### src/rtl/lms_pkg.sv
package lms_pkg;

    localparam int NCH     = 4;
    localparam int CH_W    = $clog2(NCH);
    localparam int RES_W   = 10;
    localparam int SLOT_W  = 12;
    localparam int CAP_W   = 4;
    localparam int AW      = 7;
    localparam int DW      = 8;
    localparam int MAG_W   = DW - 1;
    localparam int MAG_MAX = (1 << MAG_W) - 1;

    localparam logic [AW-1:0] ADR_CTRL = AW'(0);
    localparam logic [AW-1:0] ADR_CFG  = AW'(1);
    localparam int ADR_CAP_BASE = 2;
    localparam int ADR_INT_BASE = 6;
    localparam int ADR_RES_BASE = 64;
    localparam int ADR_OFF_BASE = 72;

    typedef enum logic [2:0] {
        S_IDLE, S_SETUP, S_INTEG, S_CONV, S_WAIT, S_FIN
    } seq_state_e;

    typedef enum logic {
        RUN_LIGHT = 1'b0,
        RUN_DARK  = 1'b1
    } run_kind_e;

    typedef struct packed {
        logic             valid;
        logic             zero;
        run_kind_e        kind;
        logic [CH_W-1:0]  ch;
        logic [RES_W-1:0] code;
    } store_t;

    typedef struct packed {
        logic ext;
        logic sleep;
        logic trim;
    } cfg_t;

    // Signed sign-magnitude offset removal, clamped to the result range.
    function automatic logic [RES_W-1:0] trim_apply(input logic [RES_W-1:0] raw,
                                                     input logic [DW-1:0]    off);
        logic [RES_W:0]   sum;
        logic [RES_W-1:0] mag;
        mag = RES_W'(off[MAG_W-1:0]);
        if (off[DW-1]) begin
            sum = {1'b0, raw} + {1'b0, mag};
            return sum[RES_W] ? '1 : sum[RES_W-1:0];
        end
        return (mag > raw) ? '0 : raw - mag;
    endfunction

    // Two's complement dark code to sign-magnitude byte with magnitude clamp.
    function automatic logic [DW-1:0] dark_encode(input logic [RES_W-1:0] code);
        logic             neg;
        logic [RES_W-1:0] mag;
        neg = code[RES_W-1];
        mag = neg ? (~code + 1'b1) : code;
        if (mag > RES_W'(MAG_MAX)) mag = RES_W'(MAG_MAX);
        return {neg, mag[MAG_W-1:0]};
    endfunction

endpackage

### src/rtl/lms_slot_timer.sv
module lms_slot_timer
    import lms_pkg::*;
#(
    parameter int SLOT_W_P = SLOT_W
) (
    input  logic                clk,
    input  logic                rst,
    input  logic                clear,
    input  logic                tick,
    input  logic [SLOT_W_P-1:0] target,
    output logic                reached
);

    logic [SLOT_W_P-1:0] cnt_q;
    logic [SLOT_W_P-1:0] cnt_nx;

    assign cnt_nx  = cnt_q + 1'b1;
    assign reached = tick && (cnt_nx == target);

    always_ff @(posedge clk) begin
        if (rst || clear) cnt_q <= '0;
        else if (tick)    cnt_q <= cnt_nx;
    end

endmodule

### src/rtl/lms_seq.sv
module lms_seq
    import lms_pkg::*;
#(
    parameter int NCH_P    = NCH,
    parameter int SLOT_W_P = SLOT_W
) (
    input  logic                           clk,
    input  logic                           rst,
    input  logic                           cmd_meas,
    input  logic                           cmd_dark,
    input  logic                           sleep,
    input  logic                           slot_tick,
    input  logic [NCH_P-1:0][SLOT_W_P-1:0] int_cnt,
    input  logic                           tmr_reached,
    output logic                           tmr_clear,
    output logic                           tmr_tick,
    output logic [SLOT_W_P-1:0]            tmr_target,
    output logic                           conv_start,
    output logic [CH_W-1:0]                conv_chan,
    output logic                           conv_dark,
    input  logic                           conv_done,
    input  logic [RES_W-1:0]               conv_data,
    output store_t                         store,
    output logic                           fin_pulse,
    output run_kind_e                      fin_kind
);

    localparam logic [CH_W-1:0] LAST_CH = CH_W'(NCH_P - 1);

    seq_state_e      state_q, state_d;
    run_kind_e       kind_q, kind_d;
    logic [CH_W-1:0] ch_q, ch_d;
    logic            zero_cnt;
    logic            run;

    assign run        = !sleep;
    assign tmr_target = int_cnt[ch_q];
    assign zero_cnt   = (tmr_target == '0);
    assign tmr_clear  = (state_q == S_SETUP);
    assign tmr_tick   = run && slot_tick && (state_q == S_INTEG);
    assign conv_start = run && (state_q == S_CONV);
    assign conv_chan  = ch_q;
    assign conv_dark  = (kind_q == RUN_DARK);
    assign fin_pulse  = run && (state_q == S_FIN);
    assign fin_kind   = kind_q;

    always_comb begin
        store       = '0;
        store.kind  = kind_q;
        store.ch    = ch_q;
        store.code  = conv_data;
        if (run && state_q == S_SETUP && kind_q == RUN_LIGHT && zero_cnt) begin
            store.valid = 1'b1;
            store.zero  = 1'b1;
        end else if (run && state_q == S_WAIT && conv_done) begin
            store.valid = 1'b1;
        end
    end

    always_comb begin
        state_d = state_q;
        kind_d  = kind_q;
        ch_d    = ch_q;
        if (run) begin
            unique case (state_q)
                S_IDLE: begin
                    if (cmd_dark || cmd_meas) begin
                        kind_d  = cmd_dark ? RUN_DARK : RUN_LIGHT;
                        ch_d    = '0;
                        state_d = S_SETUP;
                    end
                end
                S_SETUP: begin
                    if (kind_q == RUN_DARK) state_d = S_CONV;
                    else if (!zero_cnt)     state_d = S_INTEG;
                    else if (ch_q == LAST_CH) state_d = S_FIN;
                    else begin
                        ch_d = ch_q + 1'b1;
                    end
                end
                S_INTEG: if (tmr_reached) state_d = S_CONV;
                S_CONV:  state_d = S_WAIT;
                S_WAIT: begin
                    if (conv_done) begin
                        if (ch_q == LAST_CH) state_d = S_FIN;
                        else begin
                            ch_d    = ch_q + 1'b1;
                            state_d = S_SETUP;
                        end
                    end
                end
                S_FIN:   state_d = S_IDLE;
                default: state_d = S_IDLE;
            endcase
        end
    end

    always_ff @(posedge clk) begin
        if (rst) begin
            state_q <= S_IDLE;
            kind_q  <= RUN_LIGHT;
            ch_q    <= '0;
        end else begin
            state_q <= state_d;
            kind_q  <= kind_d;
            ch_q    <= ch_d;
        end
    end

    // a frozen sequencer keeps its state and channel
    a_r11_sleep_freeze: assert property (@(posedge clk) disable iff (rst)
        sleep |=> ($stable(state_q) && $stable(ch_q)));

    // channels only step forward by one, or restart at red
    a_r5_channel_order: assert property (@(posedge clk) disable iff (rst)
        (ch_q != $past(ch_q)) |-> (ch_q == $past(ch_q) + 1'b1 || ch_q == '0));

    // conversion request lasts a single cycle
    a_r12_start_pulse: assert property (@(posedge clk) disable iff (rst)
        conv_start |=> !conv_start);

    // channel and kind held while the converter works
    a_r12_chan_held: assert property (@(posedge clk) disable iff (rst)
        (state_q == S_WAIT && !conv_done) |=> ($stable(conv_chan) && $stable(conv_dark)));

endmodule

### src/rtl/lms_regs.sv
module lms_regs
    import lms_pkg::*;
#(
    parameter int NCH_P    = NCH,
    parameter int SLOT_W_P = SLOT_W
) (
    input  logic                           clk,
    input  logic                           rst,
    input  logic                           wr_en,
    input  logic [AW-1:0]                  wr_addr,
    input  logic [DW-1:0]                  wr_data,
    input  logic [AW-1:0]                  rd_addr,
    output logic [DW-1:0]                  rd_data,
    input  store_t                         store,
    input  logic                           fin_pulse,
    input  run_kind_e                      fin_kind,
    output logic                           cmd_meas,
    output logic                           cmd_dark,
    output cfg_t                           cfg,
    output logic [NCH_P-1:0][SLOT_W_P-1:0] int_cnt,
    output logic                           busy
);

    localparam int HI_W = SLOT_W_P - DW;

    logic cmd_meas_q, cmd_dark_q;
    cfg_t cfg_q;

    logic [DW-1:0] ch_rd  [NCH_P];
    logic          ch_hit [NCH_P];

    assign cmd_meas = cmd_meas_q;
    assign cmd_dark = cmd_dark_q;
    assign cfg      = cfg_q;
    assign busy     = cmd_meas_q || cmd_dark_q;

    always_ff @(posedge clk) begin
        if (rst) begin
            cmd_meas_q <= 1'b0;
            cmd_dark_q <= 1'b0;
            cfg_q      <= '0;
        end else begin
            if (fin_pulse) begin
                if (fin_kind == RUN_DARK) cmd_dark_q <= 1'b0;
                else                      cmd_meas_q <= 1'b0;
            end else if (wr_en && wr_addr == ADR_CTRL && !busy) begin
                cmd_meas_q <= wr_data[0];
                cmd_dark_q <= wr_data[1];
            end
            if (wr_en && wr_addr == ADR_CFG) begin
                cfg_q.trim  <= wr_data[0];
                cfg_q.ext   <= wr_data[2];
                cfg_q.sleep <= wr_data[1] && wr_data[2];
            end
        end
    end

    for (genvar c = 0; c < NCH_P; c++) begin : g_ch
        localparam logic [AW-1:0] A_CAP = AW'(ADR_CAP_BASE + c);
        localparam logic [AW-1:0] A_ILO = AW'(ADR_INT_BASE + 2 * c);
        localparam logic [AW-1:0] A_IHI = AW'(ADR_INT_BASE + 2 * c + 1);
        localparam logic [AW-1:0] A_RLO = AW'(ADR_RES_BASE + 2 * c);
        localparam logic [AW-1:0] A_RHI = AW'(ADR_RES_BASE + 2 * c + 1);
        localparam logic [AW-1:0] A_OFF = AW'(ADR_OFF_BASE + c);

        logic [CAP_W-1:0] cap_q;
        logic [DW-1:0]    ilo_q;
        logic [HI_W-1:0]  ihi_q;
        logic [RES_W-1:0] res_q;
        logic [DW-1:0]    off_q;
        logic             mine;

        assign mine       = store.valid && (store.ch == CH_W'(c));
        assign int_cnt[c] = {ihi_q, ilo_q};

        always_ff @(posedge clk) begin
            if (rst) begin
                cap_q <= '0;
                ilo_q <= '0;
                ihi_q <= '0;
                res_q <= '0;
                off_q <= '0;
            end else begin
                if (wr_en && wr_addr == A_CAP) cap_q <= wr_data[CAP_W-1:0];
                if (wr_en && wr_addr == A_ILO) ilo_q <= wr_data;
                if (wr_en && wr_addr == A_IHI) ihi_q <= wr_data[HI_W-1:0];
                if (mine && store.kind == RUN_DARK) begin
                    off_q <= dark_encode(store.code);
                end else if (wr_en && wr_addr == A_OFF) begin
                    off_q <= wr_data;
                end
                if (mine && store.kind == RUN_LIGHT) begin
                    if (store.zero)      res_q <= '0;
                    else if (cfg_q.trim) res_q <= trim_apply(store.code, off_q);
                    else                 res_q <= store.code;
                end
            end
        end

        always_comb begin
            ch_hit[c] = 1'b1;
            ch_rd[c]  = '0;
            if (rd_addr == A_CAP)      ch_rd[c] = DW'(cap_q);
            else if (rd_addr == A_ILO) ch_rd[c] = ilo_q;
            else if (rd_addr == A_IHI) ch_rd[c] = DW'(ihi_q);
            else if (rd_addr == A_RLO) ch_rd[c] = res_q[DW-1:0];
            else if (rd_addr == A_RHI) ch_rd[c] = DW'(res_q[RES_W-1:DW]);
            else if (rd_addr == A_OFF) ch_rd[c] = off_q;
            else                       ch_hit[c] = 1'b0;
        end
    end

    always_comb begin
        rd_data = '0;
        if (rd_addr == ADR_CTRL)     rd_data = {busy, 5'b0, cmd_dark_q, cmd_meas_q};
        else if (rd_addr == ADR_CFG) rd_data = DW'(cfg_q);
        else begin
            for (int c = 0; c < NCH_P; c++) begin
                if (ch_hit[c]) rd_data = ch_rd[c];
            end
        end
    end

    // sleep is never held without external-clock mode
    a_r10_sleep_needs_ext: assert property (@(posedge clk) disable iff (rst)
        cfg_q.sleep |-> cfg_q.ext);

    // a control write during a run cannot raise a command bit
    a_r8_ctrl_ignored: assert property (@(posedge clk) disable iff (rst)
        (busy && wr_en && wr_addr == ADR_CTRL) |=> !($rose(cmd_meas_q) || $rose(cmd_dark_q)));

    // results are only written while a command is pending
    a_r3_store_in_run: assert property (@(posedge clk) disable iff (rst)
        store.valid |-> busy);

endmodule

### src/rtl/lms_sequencer.sv
module lms_sequencer
    import lms_pkg::*;
#(
    parameter int SLOT_W_P = SLOT_W
) (
    input  logic             clk,
    input  logic             rst,
    input  logic             wr_en,
    input  logic [AW-1:0]    wr_addr,
    input  logic [DW-1:0]    wr_data,
    input  logic [AW-1:0]    rd_addr,
    output logic [DW-1:0]    rd_data,
    input  logic             slot_tick,
    output logic             conv_start,
    output logic [CH_W-1:0]  conv_chan,
    output logic             conv_dark,
    input  logic             conv_done,
    input  logic [RES_W-1:0] conv_data,
    output logic             busy,
    output logic             sleep_active
);

    logic                        cmd_meas, cmd_dark;
    cfg_t                        cfg;
    logic [NCH-1:0][SLOT_W_P-1:0] int_cnt;
    store_t                      store;
    logic                        fin_pulse;
    run_kind_e                   fin_kind;
    logic                        tmr_clear, tmr_tick, tmr_reached;
    logic [SLOT_W_P-1:0]         tmr_target;

    assign sleep_active = cfg.sleep && cfg.ext;

    lms_regs #(.NCH_P(NCH), .SLOT_W_P(SLOT_W_P)) u_regs (
        .clk(clk), .rst(rst),
        .wr_en(wr_en), .wr_addr(wr_addr), .wr_data(wr_data),
        .rd_addr(rd_addr), .rd_data(rd_data),
        .store(store), .fin_pulse(fin_pulse), .fin_kind(fin_kind),
        .cmd_meas(cmd_meas), .cmd_dark(cmd_dark), .cfg(cfg),
        .int_cnt(int_cnt), .busy(busy)
    );

    lms_seq #(.NCH_P(NCH), .SLOT_W_P(SLOT_W_P)) u_seq (
        .clk(clk), .rst(rst),
        .cmd_meas(cmd_meas), .cmd_dark(cmd_dark), .sleep(sleep_active),
        .slot_tick(slot_tick), .int_cnt(int_cnt),
        .tmr_reached(tmr_reached), .tmr_clear(tmr_clear),
        .tmr_tick(tmr_tick), .tmr_target(tmr_target),
        .conv_start(conv_start), .conv_chan(conv_chan), .conv_dark(conv_dark),
        .conv_done(conv_done), .conv_data(conv_data),
        .store(store), .fin_pulse(fin_pulse), .fin_kind(fin_kind)
    );

    lms_slot_timer #(.SLOT_W_P(SLOT_W_P)) u_tmr (
        .clk(clk), .rst(rst),
        .clear(tmr_clear), .tick(tmr_tick),
        .target(tmr_target), .reached(tmr_reached)
    );

endmodule

### config.mk
export PLATFORM = sky130hd
export DESIGN_NAME = lms_sequencer
export DESIGN_NICKNAME = d
export VERILOG_FILES = /design/src/rtl/lms_pkg.sv /design/src/rtl/lms_slot_timer.sv /design/src/rtl/lms_seq.sv /design/src/rtl/lms_regs.sv /design/src/rtl/lms_sequencer.sv
export SDC_FILE = /design/constraint.sdc
export NUM_CORES = 1
export LEC_CHECK = 0
export BUFFER_PORTS_ARGS = -buffer_cell sky130_fd_sc_hd__clkbuf_2
export CAP_MARGIN = 20
export CORE_MARGIN = 5
export CORE_UTILIZATION = 30
export CTS_BUF_LIST = sky130_fd_sc_hd__clkbuf_8 sky130_fd_sc_hd__clkbuf_16
export CTS_CLUSTER_DIAMETER = 150
export DETAILED_ROUTE_END_ITERATION = 16
export PLACE_DENSITY = 0.51
export SETUP_SLACK_MARGIN = 0.3
export SYNTH_ARGS = -nofsm -noshare
export SYNTH_HDL_FRONTEND = slang
export SYNTH_SLANG_ARGS = --single-unit
### constraint.sdc
create_clock -name clk -period 6.9 [get_ports clk]
set_input_delay 0.345 -clock clk [delete_from_list [all_inputs] [get_ports clk]]
set_output_delay 0.345 -clock clk [all_outputs]
set_load 0.05 [all_outputs]
==> reports/qor.txt, run 1 <==
=================================================================================
Register clock-pin slew on the reported worst setup and hold paths          70 ps
Crit path time final                                                      4138 ps
Average cell area after synthesis                                     7.908 sq um
Antenna violations before repair                                                0
Vias in the first global route                                              11090
Final HPWL from detailed placement                                       35760 um
TritonCTS clock tree                                                        built
Number of warnings printed during yosys synthesis                               0
Gate count of the mapped netlist                                             1506
IO buf count                                                                   50
Final hold violations                                                           0
Longest individual stage delay on the worst path                           980 ps
Share of post-route cells with drive strength above 1                     0.08328
Number of resized instances in the post-cts repair step                         0
Top routing layer in use                                                     met4
Element type at the critical path start                                 input pin
Overall fraction of global-route tracks in use                             0.2081
Most used flip-flop cell after synthesis                             sky130_fd_sc_hd__dfxtp_1
Setup slack on the worst flop-to-flop path                                3130 ps
Unrepaired setup endpoints after global routing                             false
Clock latency on the worst-skew pair                                       440 ps
Ys async rst share                                                              0
Worst-case clock skew                                                    18.01 ps
Relative area change from synthesis to final layout                        10.42%
Cell Pwr Density                                                     173.9 mW/mm^2
Count of final max-slew check failures                                          0
Number of flops mapped to enable cells by yosys                                 0
Critical Path Sink Type                                               output port
CP Max Fanout                                                                  25
Detailed-router iteration count before antenna repair                           6
Crit Path Category                                                   input pin to output port
Met3 routed WL                                                            2941 um
Post-route antenna net violation count                                          0
Biggest area consumer among synthesized cells                        sky130_fd_sc_hd__dfxtp_1
Share of the clock period used by the worst path                           0.5997
Sequential share of the synthesized area                                   0.2673
First-pass GRT wire length                                               70860 um
Number of distinct library cells after synthesis                               78
# DRC                                                                           0
Placement row count                                                            73
Core area                                                            0.03955 sq mm
Max_cap viols                                                                   0
TNS Setup                                                                    0 ps
Synthesis-stage register bit count                                            159
Ordered list of cells on the worst path                              clkbuf_2 -> nor2b_1 -> nand3_1 -> nor3b_1 -> a22oi_1 -> a22oi_1 -> nor4b_1 -> nor3_1 -> clkbuf_2
Most common cell in the synthesized netlist                          sky130_fd_sc_hd__nor2_1
Post-synth design cell area                                          0.01191 sq mm
Cell types with the largest area share after synthesis               sky130_fd_sc_hd__dfxtp_1, sky130_fd_sc_hd__mux2i_1, sky130_fd_sc_hd__ha_1
Largest net degree at the start of global routing                              86
Worst voltage drop across the vdd grid                                0.0001658 V
Starting DRT DRC Count                                                       1339
Most used standard cells in the synthesized netlist                  sky130_fd_sc_hd__nor2_1, sky130_fd_sc_hd__dfxtp_1, sky130_fd_sc_hd__nand2_1
Path category of the worst min-delay check                           input pin to flop
Area of the die                                                      0.04379 sq mm
Worst Path Buf+Inv                                                              2
Number of buffers between clock root and the deepest sink                       2
Length of routed wiring on met1                                          21840 um
Overall power                                                          0.002287 W
CP top delay family                                                  simple AND/OR/NAND/NOR gates
Top achievable clock speed                                              241.7 MHz
Routability Congestion                                                      1.052
CTS Sinks                                                                     159
Worst Max-Slew Pin Slew                                                   1151 ps
Top-level port count                                                           51
Diode count                                                                     0
Die boundary height                                                      209.3 um
Number of vias after detailed routing                                       11740
Clock buffers created by TritonCTS                                             17
Crit path max-delay cell type                                        sky130_fd_sc_hd__nor3b_1
Number of buffers inserted to repair setup after CTS                            0
Routed wirelength normalized by instance count                           23.14 um
Final number of setup-violating endpoints                                       0
# nets final                                                                 1595
Depth of the CTS H-tree                                                         4
Static leakage power                                                     4.811 nW
Net count of the mapped netlist                                              1613
Number of buffers inserted by hold repair at cts                                0
Effective utilization at floorplan                                         0.3011
Final global-route overflow total                                               0
Clock root buffer                                                    sky130_fd_sc_hd__clkbuf_16
Horizontal extent of the die                                             209.3 um
Routed wire length on met2                                               20550 um
Wire length reported by the detailed router                              46880 um
Routed via count divided by cell count                                      5.797
Status                                                                  completed
CP Data Required Time                                                     6550 ps
Portion of synthesized cell area occupied by the leading cell type         0.2673
Slew headroom                                                              0.2311
Crit path DAT                                                             3790 ps
=================================================================================
-- metal layers --
layer | GRT usage | up-vias
li1 | - | 5465
met1 | 0.3016 | 5761
met2 | 0.3205 | 443
met3 | 0.02825 | 75
met4 | 0.06571 | 0
met5 | 0 | -
-- area by class of cell --
type                    count  area [sq um]
clock inverters            15         186.4
well taps                 525         656.9
flip-flops and latches    159          3184
clock buffers              17         425.4
fillers                  4242         26400
multi-input cells        1187          8118
inverters                  64         240.2
repair buffers             59         340.3
-- registers in the layout (all words and copies together), names as in the netlist, 2 cells and up --
register and count:
u_regs.g_ch.res_q 40, u_tmr.cnt_q 12, u_regs.cfg 3, u_seq.state_q 3
u_regs.g_ch.cap_q 16, u_regs.g_ch.ilo_q 32, u_regs.g_ch.off_q 32, u_seq.conv_chan 2
u_regs.g_ch.ihi_q 16
-- kinds of logic (layout without fill, tap and decap cells) --
kind of cell | after synthesis | after routing | synth area share
simple gates | 533 | 533 | 0.2101
compound gates | 400 | 400 | 0.2333
buf+inv | 160 | 155 | 0.05116
flops | 159 | 159 | 0.2673
mux | 110 | 110 | 0.1052
xor+xnor | 74 | 74 | 0.05442
fa+ha+maj | 70 | 70 | 0.07858
-- power by group --
group	internal (W)	switching (W)	total, W
Clock	0.000523	0.000472	0.000995
Sequential	0.000929	0.0000179	0.000947
Combinational	0.000109	0.000236	0.000345
-- per-stage QoR --
stage / worst slack, ps / utilization / hold slack (ps) / instances / cell area, sq um
floorplan: 3405 / - / 416.3 / 1506 / 11910
global placement: 2891 / 0.3162 / 456.1 / 1992 / 12500
detailed placement: 2757 / 0.3162 / 451.8 / 1992 / 12500
CTS: 2770 / 0.3316 / 300.5 / 2024 / 13120
global route: 2650 / 0.3325 / 320.4 / 2026 / 13150
finish: 2762 / 0.3325 / 313.4 / 2026 / 13150
-- worst reg2reg max path, delay by kind of cell (launching register included) --
kind	cells	cell delay (ps)
compound gates	4	1210
simple gates	3	1130
flops	1	600
mux	1	550
buf+inv	1	220
-- final timing paths --
path	to	cells after the start	from
worst max-delay path	rd_data[2]	9	rd_addr[3]
worst min-delay path	u_regs.g_ch[3].ilo_q[4]	3	wr_data[4]
worst max register to register	u_regs.g_ch[0].res_q[1]	9	u_seq.conv_chan[0]
worst min register to register	u_regs.g_ch[0].res_q[1]	2	u_regs.g_ch[0].res_q[1]
-- cells in the final DEF, fill, tap and decap left out, types with 37 or more instances in the layout --
master	instances
sky130_fd_sc_hd__ha_1	62
sky130_fd_sc_hd__nor2_1	198
sky130_fd_sc_hd__nand2_1	108
sky130_fd_sc_hd__xnor2_1	45
sky130_fd_sc_hd__a21oi_1	97
sky130_fd_sc_hd__inv_1	63
sky130_fd_sc_hd__nor3_1	37
sky130_fd_sc_hd__dfxtp_1	158
sky130_fd_sc_hd__a211oi_1	38
sky130_fd_sc_hd__nand3_1	62
sky130_fd_sc_hd__mux2i_1	97
sky130_fd_sc_hd__clkbuf_2	49
sky130_fd_sc_hd__o21ai_0	60
No activity file was read; power rests on OpenSTA's default activity.
==> run 2, diff against run 1 <==
- PLACE_DENSITY: 0.51 -> 0.52
- clock period: 6.9 -> 3.47 ns (I/O delays scaled with it)
==> reports/qor.txt, run 2 (same netlist as run 1, synthesis figures left out) <==
===================================================================================
Status                                                                    completed
Unrepaired setup endpoints after global routing                                true
Count of placed standard cells in the final layout, fillers left out           2101   +3.7%
Largest net degree at the start of global routing                                97   +13%
Number of buffers between clock root and the deepest sink                         2   unchanged
Slew headroom                                                                0.2579   +0.02677
Routed via count divided by cell count                                        5.764   -0.56%
Length in cells of the worst reg-to-reg path                                     10   +1
Post-route antenna net violation count                                            0   unchanged
Relative area change from synthesis to final layout                          16.36%
Overall fraction of global-route tracks in use                               0.2198   +0.01168
TritonCTS clock tree                                                          built
Detailed-router iteration count before antenna repair                             6   unchanged
Diode count                                                                       0   unchanged
Path category of the worst min-delay check                             input pin to flop
CTS Sinks                                                                       159   unchanged
Number of buffers inserted by hold repair at cts                                  0   unchanged
Effective utilization at floorplan                                           0.3011   unchanged
Count of final max-slew check failures                                            0   unchanged
Cell count of the worst hold path                                                 2   -1
Clock root buffer                                                      sky130_fd_sc_hd__clkbuf_16
Worst-case clock skew                                                      15.33 ps   -2.676 ps
Top-level port count                                                             51   unchanged
IO buf count                                                                     50   unchanged
Max FFs per register                                                             40   unchanged
Depth of the CTS H-tree                                                           4   unchanged
CP Data Required Time                                                       3850 ps   -2700 ps
Worst slack at placement                                                   27.92 ps   -2729 ps
CP Max Fanout                                                                     7   -72%
# DRC                                                                             0   unchanged
Cell Pwr Density                                                       336.5 mW/mm^2   +93%
Number of vias after detailed routing                                         12110   +3.1%
Die boundary height                                                        209.3 um   unchanged
Final global-route overflow total                                                 0   unchanged
Routed wirelength normalized by instance count                             23.93 um   +3.4%
Final hold violations                                                             0   unchanged
Area of the die                                                        0.04379 sq mm   unchanged
Filler cells                                                                   4203   -0.92%
Clock latency on the worst-skew pair                                         450 ps   about the same
Wire length reported by the detailed router                                50270 um   +7.2%
Starting DRT DRC Count                                                         1472   +9.9%
Clock buffers created by TritonCTS                                               17   unchanged
Critical Path Sink Type                                                        flop
# nets final                                                                   1670   +4.7%
Highest-count cells in the layout ignoring fill and taps               sky130_fd_sc_hd__nor2_1, sky130_fd_sc_hd__dfxtp_1, sky130_fd_sc_hd__nand2_1
Worst Max-Slew Pin Slew                                                     1113 ps   -37.66 ps
First-pass GRT wire length                                                 73370 um   +3.5%
Final HPWL from detailed placement                                         38700 um   +8.2%
Element type at the critical path start                                        flop
Share of the clock period used by the worst path                             0.9000
Worst voltage drop across the vdd grid                                  0.0002567 V   +55%
Share of post-route cells with drive strength above 1                        0.1377   +0.05441
Top achievable clock speed                                                320.2 MHz
Setup slack on the worst flop-to-flop path                                   350 ps   -2780 ps
Final number of setup-violating endpoints                                         0   unchanged
Crit Path Category                                                     flop to flop
Core area                                                              0.03955 sq mm   unchanged
Top reg by flops                                                       u_regs.g_ch.res_q
Static leakage power                                                       5.267 nW   +9.5%
Crit path time final                                                        3123 ps
Routability Congestion                                                       0.9781   -7.0%
Max_cap viols                                                                     0   unchanged
Register clock-pin slew on the reported worst setup and hold paths            80 ps   about the same
Largest registers                                                      u_regs.g_ch.res_q: 40 flops, u_regs.g_ch.ilo_q: 32 flops, u_regs.g_ch.off_q: 32 flops
Antenna violations before repair                                                  1   +1
TNS Setup                                                                      0 ps   unchanged
Count of placed standard cells including taps                                  2058   +3.3%
Leading cell type in the layout, fill and taps excluded                sky130_fd_sc_hd__nor2_1
Slack of the critical path                                                 346.9 ps   -2415 ps
Vias in the first global route                                                11310   +2.0%
Crit path DAT                                                               3500 ps   -290 ps
Placement row count                                                              73   unchanged
Final hold slack                                                           130.4 ps   -182.9 ps
Horizontal extent of the die                                               209.3 um   unchanged
===================================================================================
-- run 2: changes by cell type in the layout (fill, tap and decap cells not counted), moves of 3 or more --
| cell | previous run | this run |
|---|---|---|
| sky130_fd_sc_hd__o41ai_1 | 13 | 9 |
| sky130_fd_sc_hd__a2111oi_0 | 7 | 4 |
| sky130_fd_sc_hd__clkbuf_8 | 0 | 3 |
| sky130_fd_sc_hd__clkinv_8 | 3 | 0 |
| sky130_fd_sc_hd__a211oi_2 | 0 | 3 |
| sky130_fd_sc_hd__o41ai_2 | 2 | 6 |
| sky130_fd_sc_hd__buf_4 | 9 | 79 |
| sky130_fd_sc_hd__buf_6 | 0 | 4 |
| sky130_fd_sc_hd__inv_8 | 5 | 1 |
| sky130_fd_sc_hd__nand2_4 | 0 | 3 |
| sky130_fd_sc_hd__clkinvlp_4 | 1 | 4 |
| sky130_fd_sc_hd__a211oi_1 | 38 | 35 |
-- run 2: stage by stage --
step	utilization	cell area [sq um]	power, W
6_report	0.3504	13860	0.004664
5_1_grt	0.3504	13860	0.004814
4_1_cts	0.3463	13690	0.004656
3_5_place_dp	0.3288	13010	0.002645
3_3_place_gp	0.3288	13010	0.002646
2_1_floorplan	-	11920	0.002375
-- run 2: path summary, 6_finish.rpt --
path | from | endpoint
min reg2reg | u_regs.g_ch[3].res_q[1] | u_regs.g_ch[3].res_q[1]
min | rst | u_seq.state_q[2]
max | u_seq.conv_chan[0] | u_regs.g_ch[2].res_q[4]
max reg2reg | u_seq.conv_chan[0] | u_regs.g_ch[2].res_q[4]
-- run 2: critical path, cell delays in order (launching register included) --
cell and delay (ps):
sky130_fd_sc_hd__dfxtp_4 430, sky130_fd_sc_hd__buf_4 130, sky130_fd_sc_hd__mux4_2 520, sky130_fd_sc_hd__or3_1 380, sky130_fd_sc_hd__a211o_1 350, sky130_fd_sc_hd__nand4b_4 250, sky130_fd_sc_hd__a21oi_4 220, sky130_fd_sc_hd__buf_12 150
sky130_fd_sc_hd__nand2_4 90, sky130_fd_sc_hd__a2111oi_1 390, sky130_fd_sc_hd__a31o_1 140
-- run 2: cell type report --
class	count	area, sq um	area share
Clock inverter	11	127.6	0.009209
Multi-Input combinational cell	1187	8239	0.5945
Inverter	64	240.2	0.01733
Timing Repair Buffer	134	913.4	0.06591
Tap cell	525	656.9	0.04740
Clock buffer	21	491.7	0.03548
Sequential cell	159	3189	0.2301
-- run 2: repair_timing --
| item | CTS | global route |
|---|---|---|
| pin swaps | 2 | 2 |
| setup endpoints to repair | 25 | 34 |
| resized for setup | 4 | 23 |
| hold endpoints to repair | 0 | 0 |
| setup buffers | 6 | 5 |
-- run 2: power by group --
group	internal (W)	leakage, nW	switching (W)	total [W]
Clock	0.00117	0.297	0.000832	0.00200
Combinational	0.000266	3.69	0.000512	0.000778
Sequential	0.00185	1.28	0.0000381	0.00189
Total	0.00328	5.27	0.00138	0.00466
-- run 2: layer usage --
layer / track usage / share of wire / up-vias
met5: 0 / 0.00036 / -
met4: 0.07763 / 0.037 / 2
met3: 0.04111 / 0.084 / 103
met2: 0.3368 / 0.43 / 569
met1: 0.3097 / 0.45 / 5830
li1: - / - / 5606
